## config.mk

```make
export PLATFORM = sky130hd
export DESIGN_NAME = sd_pwr_seq
export DESIGN_NICKNAME = d
export VERILOG_FILES = /design/src/rtl/sdpwr_pkg.sv /design/src/rtl/sdpwr_fsm.sv /design/src/rtl/sdpwr_clkgen.sv /design/src/rtl/sdpwr_holdoff.sv /design/src/rtl/sdpwr_padmux.sv /design/src/rtl/sd_pwr_seq.sv
export SDC_FILE = /design/constraint.sdc
export NUM_CORES = 1
export LEC_CHECK = 0
export CORE_UTILIZATION = 30
export DETAILED_ROUTE_END_ITERATION = 6
export PLACE_DENSITY = 0.81
export SLEW_MARGIN = 20
export SYNTH_ARGS = -nofsm -noshare
export SYNTH_HDL_FRONTEND = slang
export SYNTH_SLANG_ARGS = --single-unit
```

## constraint.sdc

```tcl
create_clock -name clk -period 1.65 [get_ports clk]
set_clock_uncertainty 0.1 [all_clocks]
set_input_delay 0.33 -clock clk [delete_from_list [all_inputs] [get_ports clk]]
set_output_delay 0.33 -clock clk [all_outputs]
set_load 0.05 [all_outputs]
```

## src/rtl/sdpwr_pkg.sv

```systemverilog
`timescale 1ns/1ps
package sdpwr_pkg;
    typedef enum logic [1:0] {
        ST_OFF   = 2'd0,
        ST_CYCLE = 2'd1,
        ST_WAIT  = 2'd2,
        ST_READY = 2'd3
    } pwr_state_e;

    localparam logic [1:0] FLD_OFF   = 2'b00;
    localparam logic [1:0] FLD_RSVD  = 2'b01;
    localparam logic [1:0] FLD_CYCLE = 2'b10;
    localparam logic [1:0] FLD_ON    = 2'b11;

    localparam int BIT_VSW_REQ = 2;
    localparam int BIT_VSW_EN  = 3;
    localparam int BIT_DIR_POL = 4;
    localparam int CTRL_BITS   = 5;
endpackage

```

## src/rtl/sdpwr_fsm.sv

```systemverilog
`timescale 1ns/1ps
module sdpwr_fsm
    import sdpwr_pkg::*;
(
    input  logic                 clk,
    input  logic                 rst_n,
    input  logic                 we,
    input  logic [CTRL_BITS-1:0] wdata,
    input  logic                 hold_done,
    output pwr_state_e           state_o,
    output logic [1:0]           field_o,
    output logic                 on_o,
    output logic                 pass_o,
    output logic                 line_lvl_o,
    output logic                 vsw_req_o,
    output logic                 vsw_en_o,
    output logic                 dir_pol_o
);
    pwr_state_e state_q, state_d;

    always_comb begin
        state_d = state_q;
        unique case (state_q)
            ST_WAIT: if (hold_done) state_d = ST_READY;
            default: ;
        endcase
        if (we) begin
            unique case (wdata[1:0])
                FLD_OFF:   state_d = ST_OFF;
                FLD_CYCLE: state_d = ST_CYCLE;
                FLD_ON: begin
                    if (state_q == ST_OFF || state_q == ST_CYCLE)
                        state_d = ST_WAIT;
                end
                FLD_RSVD:  ;
            endcase
        end
    end

    always_ff @(posedge clk or negedge rst_n) begin
        if (!rst_n) state_q <= ST_OFF;
        else        state_q <= state_d;
    end

    always_comb begin
        unique case (state_q)
            ST_OFF: begin
                field_o = FLD_OFF;   on_o = 1'b0; pass_o = 1'b0; line_lvl_o = 1'b1;
            end
            ST_CYCLE: begin
                field_o = FLD_CYCLE; on_o = 1'b0; pass_o = 1'b0; line_lvl_o = 1'b0;
            end
            ST_WAIT: begin
                field_o = FLD_ON;    on_o = 1'b1; pass_o = 1'b0; line_lvl_o = 1'b1;
            end
            ST_READY: begin
                field_o = FLD_ON;    on_o = 1'b1; pass_o = 1'b1; line_lvl_o = 1'b1;
            end
        endcase
    end

    always_ff @(posedge clk or negedge rst_n) begin
        if (!rst_n) begin
            vsw_req_o <= 1'b0;
            vsw_en_o  <= 1'b0;
            dir_pol_o <= 1'b0;
        end else if (we) begin
            vsw_req_o <= wdata[BIT_VSW_REQ];
            vsw_en_o  <= wdata[BIT_VSW_EN];
            dir_pol_o <= wdata[BIT_DIR_POL];
        end
    end

    assign state_o = state_q;
endmodule

```

## src/rtl/sdpwr_clkgen.sv

```systemverilog
`timescale 1ns/1ps
module sdpwr_clkgen #(
    parameter int CLK_HALF = 2
) (
    input  logic clk,
    input  logic rst_n,
    input  logic run,
    input  logic idle_lvl,
    output logic card_clk_o,
    output logic rise_o
);
    localparam int CW = (CLK_HALF > 1) ? $clog2(CLK_HALF) : 1;
    localparam logic [CW-1:0] LAST = CW'(CLK_HALF - 1);

    logic [CW-1:0] div_q;
    logic          clk_q;
    logic          tick;

    assign tick   = run && (div_q == LAST);
    assign rise_o = tick && !clk_q;

    always_ff @(posedge clk or negedge rst_n) begin
        if (!rst_n) begin
            div_q <= '0;
            clk_q <= 1'b1;
        end else if (!run) begin
            div_q <= '0;
            clk_q <= idle_lvl;
        end else if (tick) begin
            div_q <= '0;
            clk_q <= !clk_q;
        end else begin
            div_q <= div_q + 1'b1;
        end
    end

    assign card_clk_o = run ? clk_q : idle_lvl;
endmodule

```

## src/rtl/sdpwr_holdoff.sv

```systemverilog
`timescale 1ns/1ps
module sdpwr_holdoff #(
    parameter int HOLD_CYC = 74
) (
    input  logic clk,
    input  logic rst_n,
    input  logic run,
    input  logic rise,
    output logic done_o
);
    localparam int CW = $clog2(HOLD_CYC + 1);
    localparam logic [CW-1:0] LAST = CW'(HOLD_CYC - 1);

    logic [CW-1:0] cnt_q;

    always_ff @(posedge clk or negedge rst_n) begin
        if (!rst_n)             cnt_q <= '0;
        else if (!run)          cnt_q <= '0;
        else if (rise && !done_o) cnt_q <= cnt_q + 1'b1;
    end

    assign done_o = run && rise && (cnt_q == LAST);
endmodule

```

## src/rtl/sdpwr_padmux.sv

```systemverilog
`timescale 1ns/1ps
module sdpwr_padmux #(
    parameter int DAT_W = 8
) (
    input  logic             pass,
    input  logic             lvl,
    input  logic             host_cmd_o,
    input  logic             host_cmd_oe,
    input  logic [DAT_W-1:0] host_dat_o,
    input  logic [DAT_W-1:0] host_dat_oe,
    output logic             pad_cmd_o,
    output logic             pad_cmd_oe,
    output logic [DAT_W-1:0] pad_dat_o,
    output logic [DAT_W-1:0] pad_dat_oe
);
    assign pad_cmd_o  = pass ? host_cmd_o  : lvl;
    assign pad_cmd_oe = pass ? host_cmd_oe : 1'b1;

    for (genvar i = 0; i < DAT_W; i++) begin : g_lane
        assign pad_dat_o[i]  = pass ? host_dat_o[i]  : lvl;
        assign pad_dat_oe[i] = pass ? host_dat_oe[i] : 1'b1;
    end
endmodule

```

## src/rtl/sd_pwr_seq.sv

```systemverilog
`timescale 1ns/1ps
module sd_pwr_seq
    import sdpwr_pkg::*;
#(
    parameter int REG_W    = 32,
    parameter int DAT_W    = 8,
    parameter int CLK_HALF = 2,
    parameter int HOLD_CYC = 74
) (
    input  logic             clk,
    input  logic             rst_n,
    input  logic             reg_we,
    input  logic [REG_W-1:0] reg_wdata,
    output logic [REG_W-1:0] reg_rdata,
    input  logic             host_cmd_o,
    input  logic             host_cmd_oe,
    input  logic [DAT_W-1:0] host_dat_o,
    input  logic [DAT_W-1:0] host_dat_oe,
    output logic             pad_clk_o,
    output logic             pad_cmd_o,
    output logic             pad_cmd_oe,
    output logic [DAT_W-1:0] pad_dat_o,
    output logic [DAT_W-1:0] pad_dat_oe,
    output logic             host_ready,
    output logic             vsw_req_o,
    output logic             vsw_en_o,
    output logic             dir_pol_o
);
    pwr_state_e state;
    logic [1:0] field;
    logic       on, pass, line_lvl, rise, hold_done;
    logic       unused_wdata_hi;

    assign unused_wdata_hi = ^reg_wdata[REG_W-1:CTRL_BITS];

    sdpwr_fsm u_fsm (
        .clk        (clk),
        .rst_n      (rst_n),
        .we         (reg_we),
        .wdata      (reg_wdata[CTRL_BITS-1:0]),
        .hold_done  (hold_done),
        .state_o    (state),
        .field_o    (field),
        .on_o       (on),
        .pass_o     (pass),
        .line_lvl_o (line_lvl),
        .vsw_req_o  (vsw_req_o),
        .vsw_en_o   (vsw_en_o),
        .dir_pol_o  (dir_pol_o)
    );

    sdpwr_clkgen #(.CLK_HALF(CLK_HALF)) u_clk (
        .clk        (clk),
        .rst_n      (rst_n),
        .run        (on),
        .idle_lvl   (line_lvl),
        .card_clk_o (pad_clk_o),
        .rise_o     (rise)
    );

    sdpwr_holdoff #(.HOLD_CYC(HOLD_CYC)) u_hold (
        .clk    (clk),
        .rst_n  (rst_n),
        .run    (state == ST_WAIT),
        .rise   (rise),
        .done_o (hold_done)
    );

    sdpwr_padmux #(.DAT_W(DAT_W)) u_pad (
        .pass        (pass),
        .lvl         (line_lvl),
        .host_cmd_o  (host_cmd_o),
        .host_cmd_oe (host_cmd_oe),
        .host_dat_o  (host_dat_o),
        .host_dat_oe (host_dat_oe),
        .pad_cmd_o   (pad_cmd_o),
        .pad_cmd_oe  (pad_cmd_oe),
        .pad_dat_o   (pad_dat_o),
        .pad_dat_oe  (pad_dat_oe)
    );

    assign host_ready = pass;

    always_comb begin
        reg_rdata              = '0;
        reg_rdata[1:0]         = field;
        reg_rdata[BIT_VSW_REQ] = vsw_req_o;
        reg_rdata[BIT_VSW_EN]  = vsw_en_o;
        reg_rdata[BIT_DIR_POL] = dir_pol_o;
    end
endmodule

```

==> run summary, run 1 <==
================================================================================
Gate Count Post-Synth                                                        133
Via count of the first global-routing pass                                   930
Status                                                              finished with violations
Async set or reset register ratio after synthesis                         100.0%
Total count of hold-check failures in the final report                         0
Mean area per synthesized cell                                       8.335 sq um
Signal arrival time at the worst endpoint                                1.24 ns
Final Wtd Congestion                                                      0.7914
Proportion of netlist area held by the largest area contributor           29.35%
Synthesized flop and latch total                                              14
Clock period minus final worst setup slack                              1.672 ns
Fin crit share                                                            101.3%
GRT Util Overall                                                          13.02%
Leftover overflow at the end of global routing                                 0
P per Cell Area                                                     846.1 nW/um^2
Final wirelength                                                         2685 um
Count of cell types in the netlist                                            31
Leading cell type in the layout, fill and taps excluded             sky130_fd_sc_hd__conb_1
Number of placed I/O pins                                                    108
Worst-Skew Late Latency                                                  0.25 ns
Type of the most critical hold path                                 input port to async pin
Post-DP HPWL                                                             1917 um
Core outline area                                                     3442 sq um
Vias                                                                        1032
Die area                                                              3943 sq um
Leading cell types in the layout, fill and taps excluded            sky130_fd_sc_hd__conb_1, sky130_fd_sc_hd__clkdlybuf4s50_1, sky130_fd_sc_hd__buf_12
Largest area contributor in the synthesized netlist                 sky130_fd_sc_hd__dfrtp_1
Setup repair after global routing missed its margin                         true
Max-cap violation count                                                        0
Clock tree buffer depth                                                        2
Clock slew at reported path FFs                                          0.06 ns
CTS Hold Bufs                                                                  0
Dpl ws                                                              -0.006348 ns
Via count normalized by instance count                                     4.354
Iteration count of the initial detailed-routing pass                           4
Sequential cell area fraction in the yosys report                         31.72%
Max-slew violation total from the final report                                 0
Final setup violation count                                                    7
Crit path required time                                                  1.22 ns
Peak VDD IR                                                          0.0005272 V
Number of design rule violations left after detail routing                     0
Total of buffers placed on input and output ports                             53
Number of enable-type register cells in the synthesized netlist                0
Net count reported at finish                                                 247
Total clock sinks                                                             14
Detailed Route Iter0 Violations                                               20
Leakage power summed over all cells                                    0.9005 nW
Starting density of the core                                              32.21%
Violations in the final reports                                     setup timing
Most used DFF post-synth                                            sky130_fd_sc_hd__dfrtp_1
Library cell used as clock root buffer                              sky130_fd_sc_hd__clkbuf_8
Residual antenna-violating net count after detailed routing                    0
Fraction of final layout cells with drive strength greater than 1         38.22%
Cells taking the most area after synthesis                          sky130_fd_sc_hd__dfrtp_1, sky130_fd_sc_hd__buf_4, sky130_fd_sc_hd__nand2_1
Startpoint-to-endpoint class of the critical path                   register to primary output
Num rows                                                                      21
Total power of the final layout                                         1.690 mW
# diodes                                                                       0
CTS tree                                                                   built
Count of H-tree levels built during CTS                                        1
Routed len/inst                                                         11.33 um
Initial antenna violation count                                                0
Startpoint types                                                        register
Number of warnings reported in the yosys synthesis log                         0
Type of destination of the critical path                            primary output
Timing-limited maximum frequency                                       598.0 MHz
Horizontal die dimension                                                62.79 um
Final worst-path setup slack                                         -0.02216 ns
Vert. Die Dim                                                           62.79 um
Area added between synthesis and finish                                   80.14%
First-pass GRT wire length                                               4126 um
Cell area after synthesis                                             1109 sq um
Crit path max fanout                                                           5
Inserted Clock Buffers                                                         3
Pin count of the biggest net entering global routing                          15
================================================================================
-- what timing repair did --
item                       4_1_cts  5_1_grt
gates resized for setup         20       20
setup buffers                    2        1
pin swaps                        1        2
cloned                           0        1
setup endpoints to repair       21       21
-- per-layer routing --
layer	part of all wire, %	wire, um	vias to the layer above	GRT usage [%]
met4	1.5	39	0	5.233
li1	-	-	494	-
met1	37	1001	473	14.64
met2	52	1398	60	22.55
met3	9.1	245	5	4.197
met5	0	0	-	0
-- worst paths after layout --
kind,from,to,slack (ns),depth (start not counted)
setup / recovery,u_fsm.state_o[1],pad_dat_oe[6],-0.02,4
setup reg to reg,u_fsm.state_o[1],u_hold.cnt_q[5],0.08,5
hold reg to reg,u_hold.cnt_q[6],u_hold.cnt_q[6],0.46,2
hold / removal,rst_n,u_hold.cnt_q[6],0.29,2
max in group asynchronous,rst_n,u_clk.clk_q,0.91,2
min in group clk,u_hold.cnt_q[6],u_hold.cnt_q[6],0.46,2
-- critical path, cell delays in order (launching register included) --
cell and delay, ns:
sky130_fd_sc_hd__dfrtp_1 0.38, sky130_fd_sc_hd__buf_6 0.15, sky130_fd_sc_hd__nand2_4 0.07, sky130_fd_sc_hd__or2_4 0.25
sky130_fd_sc_hd__buf_8 0.15
-- per-stage QoR --
step	instance area, sq um	TNS, ns	std cells	hold slack, ns	util [%]
after floorplan	1236	0	159	-0.06559	-
after global placement	1782	0	229	0.4381	51.76
after detailed placement	1782	-0.006348	229	0.4510	51.76
after CTS	1912	-0.3808	235	0.3047	55.54
after global routing	1997	-0.9856	237	0.3202	58.02
final	1997	-0.1115	237	0.2928	58.02
-- registers in the layout, indices dropped and copies added (netlist names) --
register,flops
u_clk.clk_q,1
u_clk.div_q,1
u_fsm.dir_pol_o,1
u_fsm.state_o,2
u_fsm.vsw_en_o,1
u_fsm.vsw_req_o,1
u_hold.cnt_q,7
-- where the power goes --
part | leakage (nW) | internal (mW) | switching [mW]
sequential | 0.179 | 0.376 | 0.0460
clock | 0.0228 | 0.171 | 0.119
combinational | 0.698 | 0.418 | 0.560
-- cell type report --
| cell class | count | area, sq um |
|---|---|---|
| multi-input combinational | 109 | 685.7 |
| sequential | 14 | 352.8 |
| tap | 46 | 57.56 |
| fill | 295 | 1445 |
| inverter | 3 | 11.26 |
| clock buffer | 4 | 45.04 |
| timing repair buffer | 61 | 844.6 |
-- cells in the mapped netlist (2+ instances only) --
| cell | number |
|---|---|
| sky130_fd_sc_hd__dfrtp_1 | 13 |
| sky130_fd_sc_hd__clkbuf_1 | 3 |
| sky130_fd_sc_hd__nor2_1 | 2 |
| sky130_fd_sc_hd__mux2_2 | 3 |
| sky130_fd_sc_hd__nor2b_1 | 2 |
| sky130_fd_sc_hd__inv_1 | 3 |
| sky130_fd_sc_hd__nand2b_1 | 4 |
| sky130_fd_sc_hd__ha_1 | 2 |
| sky130_fd_sc_hd__or4_1 | 2 |
| sky130_fd_sc_hd__buf_4 | 30 |
| sky130_fd_sc_hd__mux2i_1 | 3 |
| sky130_fd_sc_hd__or2_2 | 10 |
| sky130_fd_sc_hd__o31ai_1 | 2 |
| sky130_fd_sc_hd__a21oi_1 | 7 |
| sky130_fd_sc_hd__nand3_1 | 2 |
| sky130_fd_sc_hd__nand2_1 | 28 |
| sky130_fd_sc_hd__o21ai_0 | 3 |
-- cell families after synthesis --
family	count (synthesis)	synth area share (%)
buffers and inverters	37	23.36
AND/OR/NAND/NOR	57	27.88
adder cells (fa/ha/maj)	2	2.257
XOR/XNOR	1	0.7902
AO/OA/AOI/OAI	15	7.900
flip-flops	14	31.72
multiplexers	6	5.756
other	1	0.3383
Note: power is estimated with default switching activity, not from simulation.
==> inputs of run 2 (changes only) <==
--- a/config.mk
+++ b/config.mk
@@ -7,6 +7,7 @@
 export LEC_CHECK = 0
 export CORE_UTILIZATION = 30
 export DETAILED_ROUTE_END_ITERATION = 6
+export HOLD_SLACK_MARGIN = 0.12
 export PLACE_DENSITY = 0.81
 export SLEW_MARGIN = 20
 export SYNTH_ARGS = -nofsm -noshare
==> results of run 2 <==
The final DEF is identical to that of run 1; final timing and power are the same.
